===== config.mk =====
export PLATFORM = sky130hd
export DESIGN_NAME = dmaCtlStatusRegs
export DESIGN_NICKNAME = d
export VERILOG_FILES = /design/src/rtl/dmaRegPkg.sv /design/src/rtl/dmaRegDecode.sv /design/src/rtl/dmaRegBank.sv /design/src/rtl/dmaCtlStatusRegs.sv
export SDC_FILE = /design/constraint.sdc
export NUM_CORES = 1
export LEC_CHECK = 0
export BUFFER_PORTS_ARGS = -buffer_cell sky130_fd_sc_hd__buf_2
export CAP_MARGIN = 20
export CELL_PAD_IN_SITES_DETAIL_PLACEMENT = 2
export CELL_PAD_IN_SITES_GLOBAL_PLACEMENT = 2
export CORE_ASPECT_RATIO = 0.6
export CORE_MARGIN = 3
export CORE_UTILIZATION = 34
export CTS_CLUSTER_DIAMETER = 100
export DETAILED_ROUTE_END_ITERATION = 10
export GPL_ROUTABILITY_DRIVEN = 0
export PLACE_DENSITY = 0.82
export SLEW_MARGIN = 20
export SYNTH_ARGS = -nofsm -noshare
export SYNTH_HDL_FRONTEND = slang
export SYNTH_SLANG_ARGS = --single-unit

===== constraint.sdc =====
create_clock -name clk -period 5.1 [get_ports clk]
set_input_delay 1.02 -clock clk [delete_from_list [all_inputs] [get_ports clk]]
set_output_delay 1.02 -clock clk [all_outputs]
set_load 0.005 [all_outputs]

===== src/rtl/dmaRegPkg.sv =====
package dmaRegPkg;

  localparam int MAX_CH     = 12;
  localparam int LO_GROUP   = 8;   // channels held in the lower words
  localparam int EN_HI_SKIP = 8;   // enable bits of upper channels sit past the start field
  localparam int ERR_BASE   = 8;   // error flags of lower channels
  localparam int STATE_BASE = 16;  // state fields in both status words

  typedef enum logic [2:0] {
    SEL_CTL_LO  = 3'd0,
    SEL_CTL_AUX = 3'd1,
    SEL_IRQ_EN  = 3'd2,
    SEL_CTL_HI  = 3'd3,
    SEL_STS_LO  = 3'd4,
    SEL_STS_MID = 3'd5,
    SEL_STS_HI  = 3'd6,
    SEL_SPARE   = 3'd7
  } regSel_e;

  typedef struct packed {
    logic    wrCtlLo;
    logic    wrCtlAux;
    logic    wrIrqEn;
    logic    wrCtlHi;
    logic    clrStsLo;
    logic    clrStsHi;
    regSel_e sel;
  } regStrobe_t;

endpackage


===== src/rtl/dmaRegDecode.sv =====
module dmaRegDecode
  import dmaRegPkg::*;
(
  input  logic       wrEn,
  input  logic [4:0] addr,
  output regStrobe_t strb
);

  regSel_e sel;

  always_comb begin
    sel           = regSel_e'(addr[4:2]);
    strb.sel      = sel;
    strb.wrCtlLo  = wrEn && (sel == SEL_CTL_LO);
    strb.wrCtlAux = wrEn && (sel == SEL_CTL_AUX);
    strb.wrIrqEn  = wrEn && (sel == SEL_IRQ_EN);
    strb.wrCtlHi  = wrEn && (sel == SEL_CTL_HI);
    strb.clrStsLo = wrEn && (sel == SEL_STS_LO);
    strb.clrStsHi = wrEn && (sel == SEL_STS_HI);
  end

endmodule


===== src/rtl/dmaRegBank.sv =====
module dmaRegBank
  import dmaRegPkg::*;
#(
  parameter int NUM_CH = 12
) (
  input  logic                clk,
  input  logic                rstN,
  input  regStrobe_t          strb,
  input  logic [31:0]         wrData,
  input  logic [2*NUM_CH-1:0] chState,
  input  logic [NUM_CH-1:0]   chDone,
  input  logic [NUM_CH-1:0]   chErr,
  output logic [31:0]         rdData,
  output logic [2*NUM_CH-1:0] chMode,
  output logic [NUM_CH-1:0]   chDir,
  output logic [NUM_CH-1:0]   chIrqEn,
  output logic [NUM_CH-1:0]   irqFlags,
  output logic [NUM_CH-1:0]   errFlags,
  output logic                irqOut
);

  localparam int LO_CH = (NUM_CH < LO_GROUP) ? NUM_CH : LO_GROUP;
  localparam int HI_CH = NUM_CH - LO_CH;

  logic [31:0]       ctlLoQ, ctlAuxQ, irqEnQ, ctlHiQ;
  logic [NUM_CH-1:0] irqFlagQ, errFlagQ;
  logic [NUM_CH-1:0] clrIrq, clrErr;
  logic [31:0]       stsLo, stsHi;

  always_ff @(posedge clk) begin
    if (!rstN) begin
      ctlLoQ  <= '0;
      ctlAuxQ <= '0;
      irqEnQ  <= '0;
      ctlHiQ  <= '0;
    end else begin
      if (strb.wrCtlLo)  ctlLoQ  <= wrData;
      if (strb.wrCtlAux) ctlAuxQ <= wrData;
      if (strb.wrIrqEn)  irqEnQ  <= wrData;
      if (strb.wrCtlHi)  ctlHiQ  <= wrData;
    end
  end

  // Lower channels: fields in the first control word and first status word.
  for (genvar gi = 0; gi < LO_CH; gi++) begin : gLo
    assign chMode[2*gi +: 2] = ctlLoQ[4*gi +: 2];
    assign chDir[gi]         = ctlLoQ[4*gi + 2];
    assign chIrqEn[gi]       = irqEnQ[gi];
    assign clrIrq[gi]        = strb.clrStsLo & wrData[gi];
    assign clrErr[gi]        = strb.clrStsLo & wrData[ERR_BASE + gi];
  end

  // Upper channels: fields in the fourth control word and third status word.
  for (genvar gj = 0; gj < HI_CH; gj++) begin : gHi
    assign chMode[2*(LO_GROUP+gj) +: 2] = ctlHiQ[4*gj +: 2];
    assign chDir[LO_GROUP+gj]           = ctlHiQ[4*gj + 2];
    assign chIrqEn[LO_GROUP+gj]         = irqEnQ[LO_GROUP + gj + EN_HI_SKIP];
    assign clrIrq[LO_GROUP+gj]          = strb.clrStsHi & wrData[gj];
    assign clrErr[LO_GROUP+gj]          = strb.clrStsHi & wrData[LO_GROUP + gj];
  end

  // Set has priority over a same-cycle clear.
  always_ff @(posedge clk) begin
    if (!rstN) begin
      irqFlagQ <= '0;
      errFlagQ <= '0;
    end else begin
      irqFlagQ <= chDone | chErr | (irqFlagQ & ~clrIrq);
      errFlagQ <= chErr | (errFlagQ & ~clrErr);
    end
  end

  always_comb begin
    stsLo = '0;
    stsHi = '0;
    for (int i = 0; i < LO_CH; i++) begin
      stsLo[i]                    = irqFlagQ[i];
      stsLo[ERR_BASE + i]         = errFlagQ[i];
      stsLo[STATE_BASE + 2*i +: 2] = chState[2*i +: 2];
    end
    for (int j = 0; j < HI_CH; j++) begin
      stsHi[j]                    = irqFlagQ[LO_GROUP + j];
      stsHi[LO_GROUP + j]         = errFlagQ[LO_GROUP + j];
      stsHi[STATE_BASE + 2*j +: 2] = chState[2*(LO_GROUP + j) +: 2];
    end
  end

  always_comb begin
    unique case (strb.sel)
      SEL_CTL_LO:  rdData = ctlLoQ;
      SEL_CTL_AUX: rdData = ctlAuxQ;
      SEL_IRQ_EN:  rdData = irqEnQ;
      SEL_CTL_HI:  rdData = ctlHiQ;
      SEL_STS_LO:  rdData = stsLo;
      SEL_STS_HI:  rdData = stsHi;
      default:     rdData = '0;
    endcase
  end

  assign irqFlags = irqFlagQ;
  assign errFlags = errFlagQ;
  assign irqOut   = |(irqFlagQ & chIrqEn);

endmodule


===== src/rtl/dmaCtlStatusRegs.sv =====
module dmaCtlStatusRegs
  import dmaRegPkg::*;
#(
  parameter int NUM_CH = 12
) (
  input  logic                clk,
  input  logic                rstN,
  input  logic                wrEn,
  input  logic [4:0]          addr,
  input  logic [31:0]         wrData,
  output logic [31:0]         rdData,
  input  logic [2*NUM_CH-1:0] chState,
  input  logic [NUM_CH-1:0]   chDone,
  input  logic [NUM_CH-1:0]   chErr,
  output logic [2*NUM_CH-1:0] chMode,
  output logic [NUM_CH-1:0]   chDir,
  output logic [NUM_CH-1:0]   chIrqEn,
  output logic                irqOut
);

  regStrobe_t        strb;
  logic [NUM_CH-1:0] irqFlags, errFlags;

  dmaRegDecode uDecode (
    .wrEn (wrEn),
    .addr (addr),
    .strb (strb)
  );

  dmaRegBank #(.NUM_CH(NUM_CH)) uBank (
    .clk      (clk),
    .rstN     (rstN),
    .strb     (strb),
    .wrData   (wrData),
    .chState  (chState),
    .chDone   (chDone),
    .chErr    (chErr),
    .rdData   (rdData),
    .chMode   (chMode),
    .chDir    (chDir),
    .chIrqEn  (chIrqEn),
    .irqFlags (irqFlags),
    .errFlags (errFlags),
    .irqOut   (irqOut)
  );

endmodule


* Yosys cells after proc, flatten, opt, wreduce, memory -nomap -nowiden *
Cells that the tools add are included.

storage, ports and cells
  bits of input ports = 88
  flip-flop bits (word level) = 152
  logic and storage cells = 52
  output and inout port bits = 81

cells by class
  bitwise logic cells = 32
  mux-type cells = 1
  eq/ne operators = 5
  reduce and logical (&&, ||, !) cells = 8

operators with widths
  kind                                                              count
  32-bit case mux with 6 select lines                               1
  12-bit bitwise AND                                                3
  12-bit OR                                                         3
  1-bit bitwise AND                                                 24
  12-bit NOT                                                        2
  12-bit OR reduction                                               1
  3-bit by 2-bit == test with 1-bit output (second input constant)  2
  3-bit == test (second input constant)                             2
  1-bit logical AND                                                 6
  3-bit by 1-bit == test with 1-bit output (second input constant)  1
  3-bit logical NOT                                                 1

* Longest topological paths before layout *
  depth in word-level cells = 6
  mapped depth = 7
  gate-level depth less buffers = 3

* By module *
From an unflattened synthesis, not the netlist that was laid out.

second synthesis, totals
  cells, all modules = 767
  area total of the unflattened synthesis = 7847.5 um^2

by module, submodules not included
  module        seq. area each (um^2)  area an instance (um^2)  cells each  times used
  dmaRegBank    3042.9                 7751.2                   758         1
  dmaRegDecode  0.0                    96.3                     9           1

* Worst setup path after synthesis *
OpenSTA, ideal clock, no wires.

  kind = input to output
  start point = input addr[2]
  end point = output rdData[11]
  data arrival time = 2037 ps
  path buffers = 3
  stages = 6
  path slack = 2043 ps
  required time = 4080 ps
  cells stage by stage = buf_6 > buf_6 > nor2b_1 > buf_2 > a32o_1 > a221o_1

between the ends
  word-level cells in the longest chain between the ends = 2
  elaborated cells between the ends (all ways) = 7
  those cells by class = eq/ne: 5; mux: 1; reduce/logical: 1

ends and longest elaborated chain
  item                                   RTL line                text
  from (decl)                            dmaCtlStatusRegs.sv:9   input logic [4:0] addr,
  3-bit == test (tied with other cells)  dmaRegBank.sv:89        unique case (strb.sel)
  32-bit case mux with 6 select lines *  dmaRegBank.sv:89
  to (decl)                              dmaCtlStatusRegs.sv:11  output logic [31:0] rdData,

Mark *: on every way between the ends. The rest lies on a longest branch, timed or not.

* Worst setup path after layout *
  start point = input addr[2]
  end point = output rdData[15]

The elaborated chain is that of the path after synthesis.

==> metrics.md <==
| Metric | Value |
|---|---|
| Max Used Layer | met5 |
| Internal power | ~2.1 mW |
| Hold_ws | roughly 460 ps |
| Clock power frac | 0.446 |
| Vias in the first global route | roughly 7300 |
| Netlist cell types | between 40 and 50 |
| Clock Skew | 0 ps |
| Drt drc | 0 |
| Die ar. | approximately 24000 sq um |
| Syn Area/Cell | roughly 8.5 sq um |
| Initial core utilization | 0.354 |
| Total power | ~2.8 mW |
| Switch Pwr | slightly above 0.7 mW |
| Final Max Slew Viols | 0 |
| P_leak | 3.51 nW |
| VDD IR-drop max | about 0.22 mV |
| Hold buffer count at cts | 0 |
| WHS Path Cells | 2 |
| Gr usage total | 0.252 |
| Setup violations, final | 0 |
| Drt first pass iters | 5 |
| CTS Buf Count | 17 |
| Row count | ~40 |
| Post-Syn Area | roughly 7600 sq um |
| Die Wd | ~200 um |
| Synth top area share | 0.401 |
| Met3 Wirelength | approximately 1800 um |
| Power density cells | around 320 nW/um^2 |
| Critical Path Fanout Max | 19 |
| Synth area leaders | dfxtp_1, nand2_1, a21boi_0 |
| Sequential area share after synthesis | 0.401 |
| TritonCTS clock tree | done |
| Diodes inserted | 0 |
| Synthesized flop and latch total | around 150 |
| Type of origin of the critical path | input port |
| Run status | finished, final reports clean |
| Worst Hold Class | flip-flop to flip-flop |
| Post-CTS Setup Bufs | 0 |
| Synthesized Nets | a little under 1000 |
| Unrepaired setup endpoints after global routing | no |
| Final Util | 0.409 |
| CTS clk-pin slew, worst paths | about 60 ps |
| Kind of end point of the critical path | primary output |
| DR WL met2 | between 10000 and 15000 um |
| Die height | about 120 um |
| CTS root buf | clkbuf_16 |
| Slew Limit Headroom | 0.335 |
| # IOs | approximately 170 |
| Gate power share | 0.111 |
| Reg2reg path depth | 2 |
| Final worst-path cycle share | 0.791 |
| Fin crit period | 4040 ps |
| Vias per cell | 5.46 |
| CP arrival | around 3000 ps |
| I/O Buffers | about 170 |
| Cell count after synthesis | about 900 |
| Final instance area | between 8000 and 9000 sq um |
| Share of cells above drive strength 1 | 0.259 |
| H-tree levels | 4 |
| FMAX | 0.248 GHz |
| Resized Gates After CTS | 0 |
| Leading area contributor after synthesis | dfxtp_1 |
| First-pass GRT wire length | 45700 um |
| Final nets | roughly 1100 |
| DRT iter0 DRCs | 479 |
| Grt total ovfl | 0 |
| Routed WL | roughly 30000 um |
| Worst Tran Pin Value | 997 ps |
| Flop pwr share | 0.443 |
| Routed Antenna Nets | 0 |
| Final hold vios | 0 |
| Final TNS setup | 0 ps |
| Max Cap Viol | 0 |
| CP required | 4080 ps |
| Wire per inst | 23.9 um |
| DR vias | around 6900 |
| Worst-case clock buffer depth | 2 |
| Worst-Skew Late Latency | approximately 420 ps |
| Ys Warns | 0 |
| Sw frac | 0.257 |
| M1 WL | 15100 um |
| Pin count of the biggest net entering global routing | 109 |
| Area Overhead vs Synth | 15.6% |
| Hpwl dp | 20200 um |
| Initial antenna violation count | 3 |
| Crit path kind | input port to primary output |
| Core Box Area | ~21000 sq um |
| Clock Sinks | around 150 |
| Post-DP Area | 8210 sq um |
[logic make-up after synthesis]
| family | after synthesis | synth area share |
|---|---|---|
| AO/OA/AOI/OAI | 254 | 0.249 |
| flip-flops | 152 | 0.401 |
| buffers and inverters | 136 | 0.107 |
| AND/OR/NAND/NOR | 286 | 0.155 |
| multiplexers | 62 | 0.0885 |
[registers in the layout, summed over array words and instances (netlist names)]
name	flops
uBank.ctlLoQ	32
uBank.ctlHiQ	32
uBank.irqFlags	12
uBank.errFlags	12
uBank.ctlAuxQ	32
uBank.irqEnQ	32
[cells in the mapped netlist]
cell	count
clkbuf_1	27
nand4bb_1	2
a31oi_1	12
dfxtp_1	152
and4b_1	2
nor4b_4	1
a32o_1	4
and4bb_1	1
or4b_1	1
nand4b_1	2
mux2i_1	30
nand3_1	1
o311ai_1	1
o31a_1	12
a2bb2oi_1	5
a21boi_0	80
buf_2	27
nor2b_1	4
inv_1	14
nand2b_1	1
a221o_1	4
o21a_1	5
o22ai_1	11
buf_4	61
nand2_1	266
a211o_1	1
o221ai_1	9
buf_1	1
mux4_2	1
mux2_2	31
a22oi_1	23
clkbuf_2	1
buf_6	5
or2_2	1
a21boi_1	60
a21oi_1	7
a22o_1	3
nor4bb_1	2
nor2_1	2
a221oi_1	4
o21ai_0	13
[metrics by stage]
stage | setup WS, ps | std cells
after floorplan | 2040 | 890
after global placement | 1100 | 1232
after detailed placement | 1110 | 1232
after CTS | 1100 | 1261
after global routing | 989 | 1261
final | 1060 | 1261
[routing by layer]
metal / track usage / vias up
li1: - / 3185
met1: 0.365 / 3477
met2: 0.381 / 188
met3: 0.0594 / 34
met4: 0.0592 / 6
met5: 0 / -
[critical path, cell delays in order]
cell     delay (ps)
buf_2           290
buf_4           320
nor2_1          370
buf_4           340
a22oi_1         130
o22ai_1         320
buf_2           190
[power groups by stage]
stage                     Clock (mW)  Combinational [mW]  Sequential, mW
after floorplan                    0               0.180            1.26
after global placement             0               0.304            1.27
after detailed placement           0               0.310            1.27
after CTS                       1.28               0.313            1.25
after global routing            1.34               0.340            1.25
final                           1.26               0.314            1.25
[placed cells by master, fill, tap and decap left out, drive strengths merged, types with 6 or more instances in the layout]
cell type / netlist / routed
o221ai: 9 / 9
clkinv: 0 / 6
nand2: 266 / 266
clkbuf: 28 / 20
a21boi: 140 / 140
buf: 94 / 185
a22oi: 23 / 23
mux2: 31 / 31
o22ai: 11 / 11
inv: 14 / 14
o31a: 12 / 12
dfxtp: 152 / 152
a31oi: 12 / 12
mux2i: 30 / 30
o21ai: 13 / 13
a21oi: 7 / 7
[final timing paths]
check	from	endpoint	slack, ps
worst min-delay path	uBank.irqEnQ[24]$_SDFFE_PN0P_	uBank.irqEnQ[24]$_SDFFE_PN0P_	460
worst max register to register	uBank.irqEnQ[16]$_SDFFE_PN0P_	uBank.irqEnQ[16]$_SDFFE_PN0P_	4190
worst max-delay path	addr[2]	rdData[15]	1060
worst min register to register	uBank.irqEnQ[24]$_SDFFE_PN0P_	uBank.irqEnQ[24]$_SDFFE_PN0P_	460
[final cells by class]
| type | count | area (sq um) |
|---|---|---|
| multi-input combinational | 602 | 3780 |
| sequential | 152 | 3040 |
| timing repair buffer | 185 | 978 |
| inverter | 14 | 52.6 |
| fill | 2429 | 12700 |
| clock inverter | 9 | 101 |
| clock buffer | 20 | 467 |
| tap | 279 | 349 |
Power figures use the tool's default switching activity.
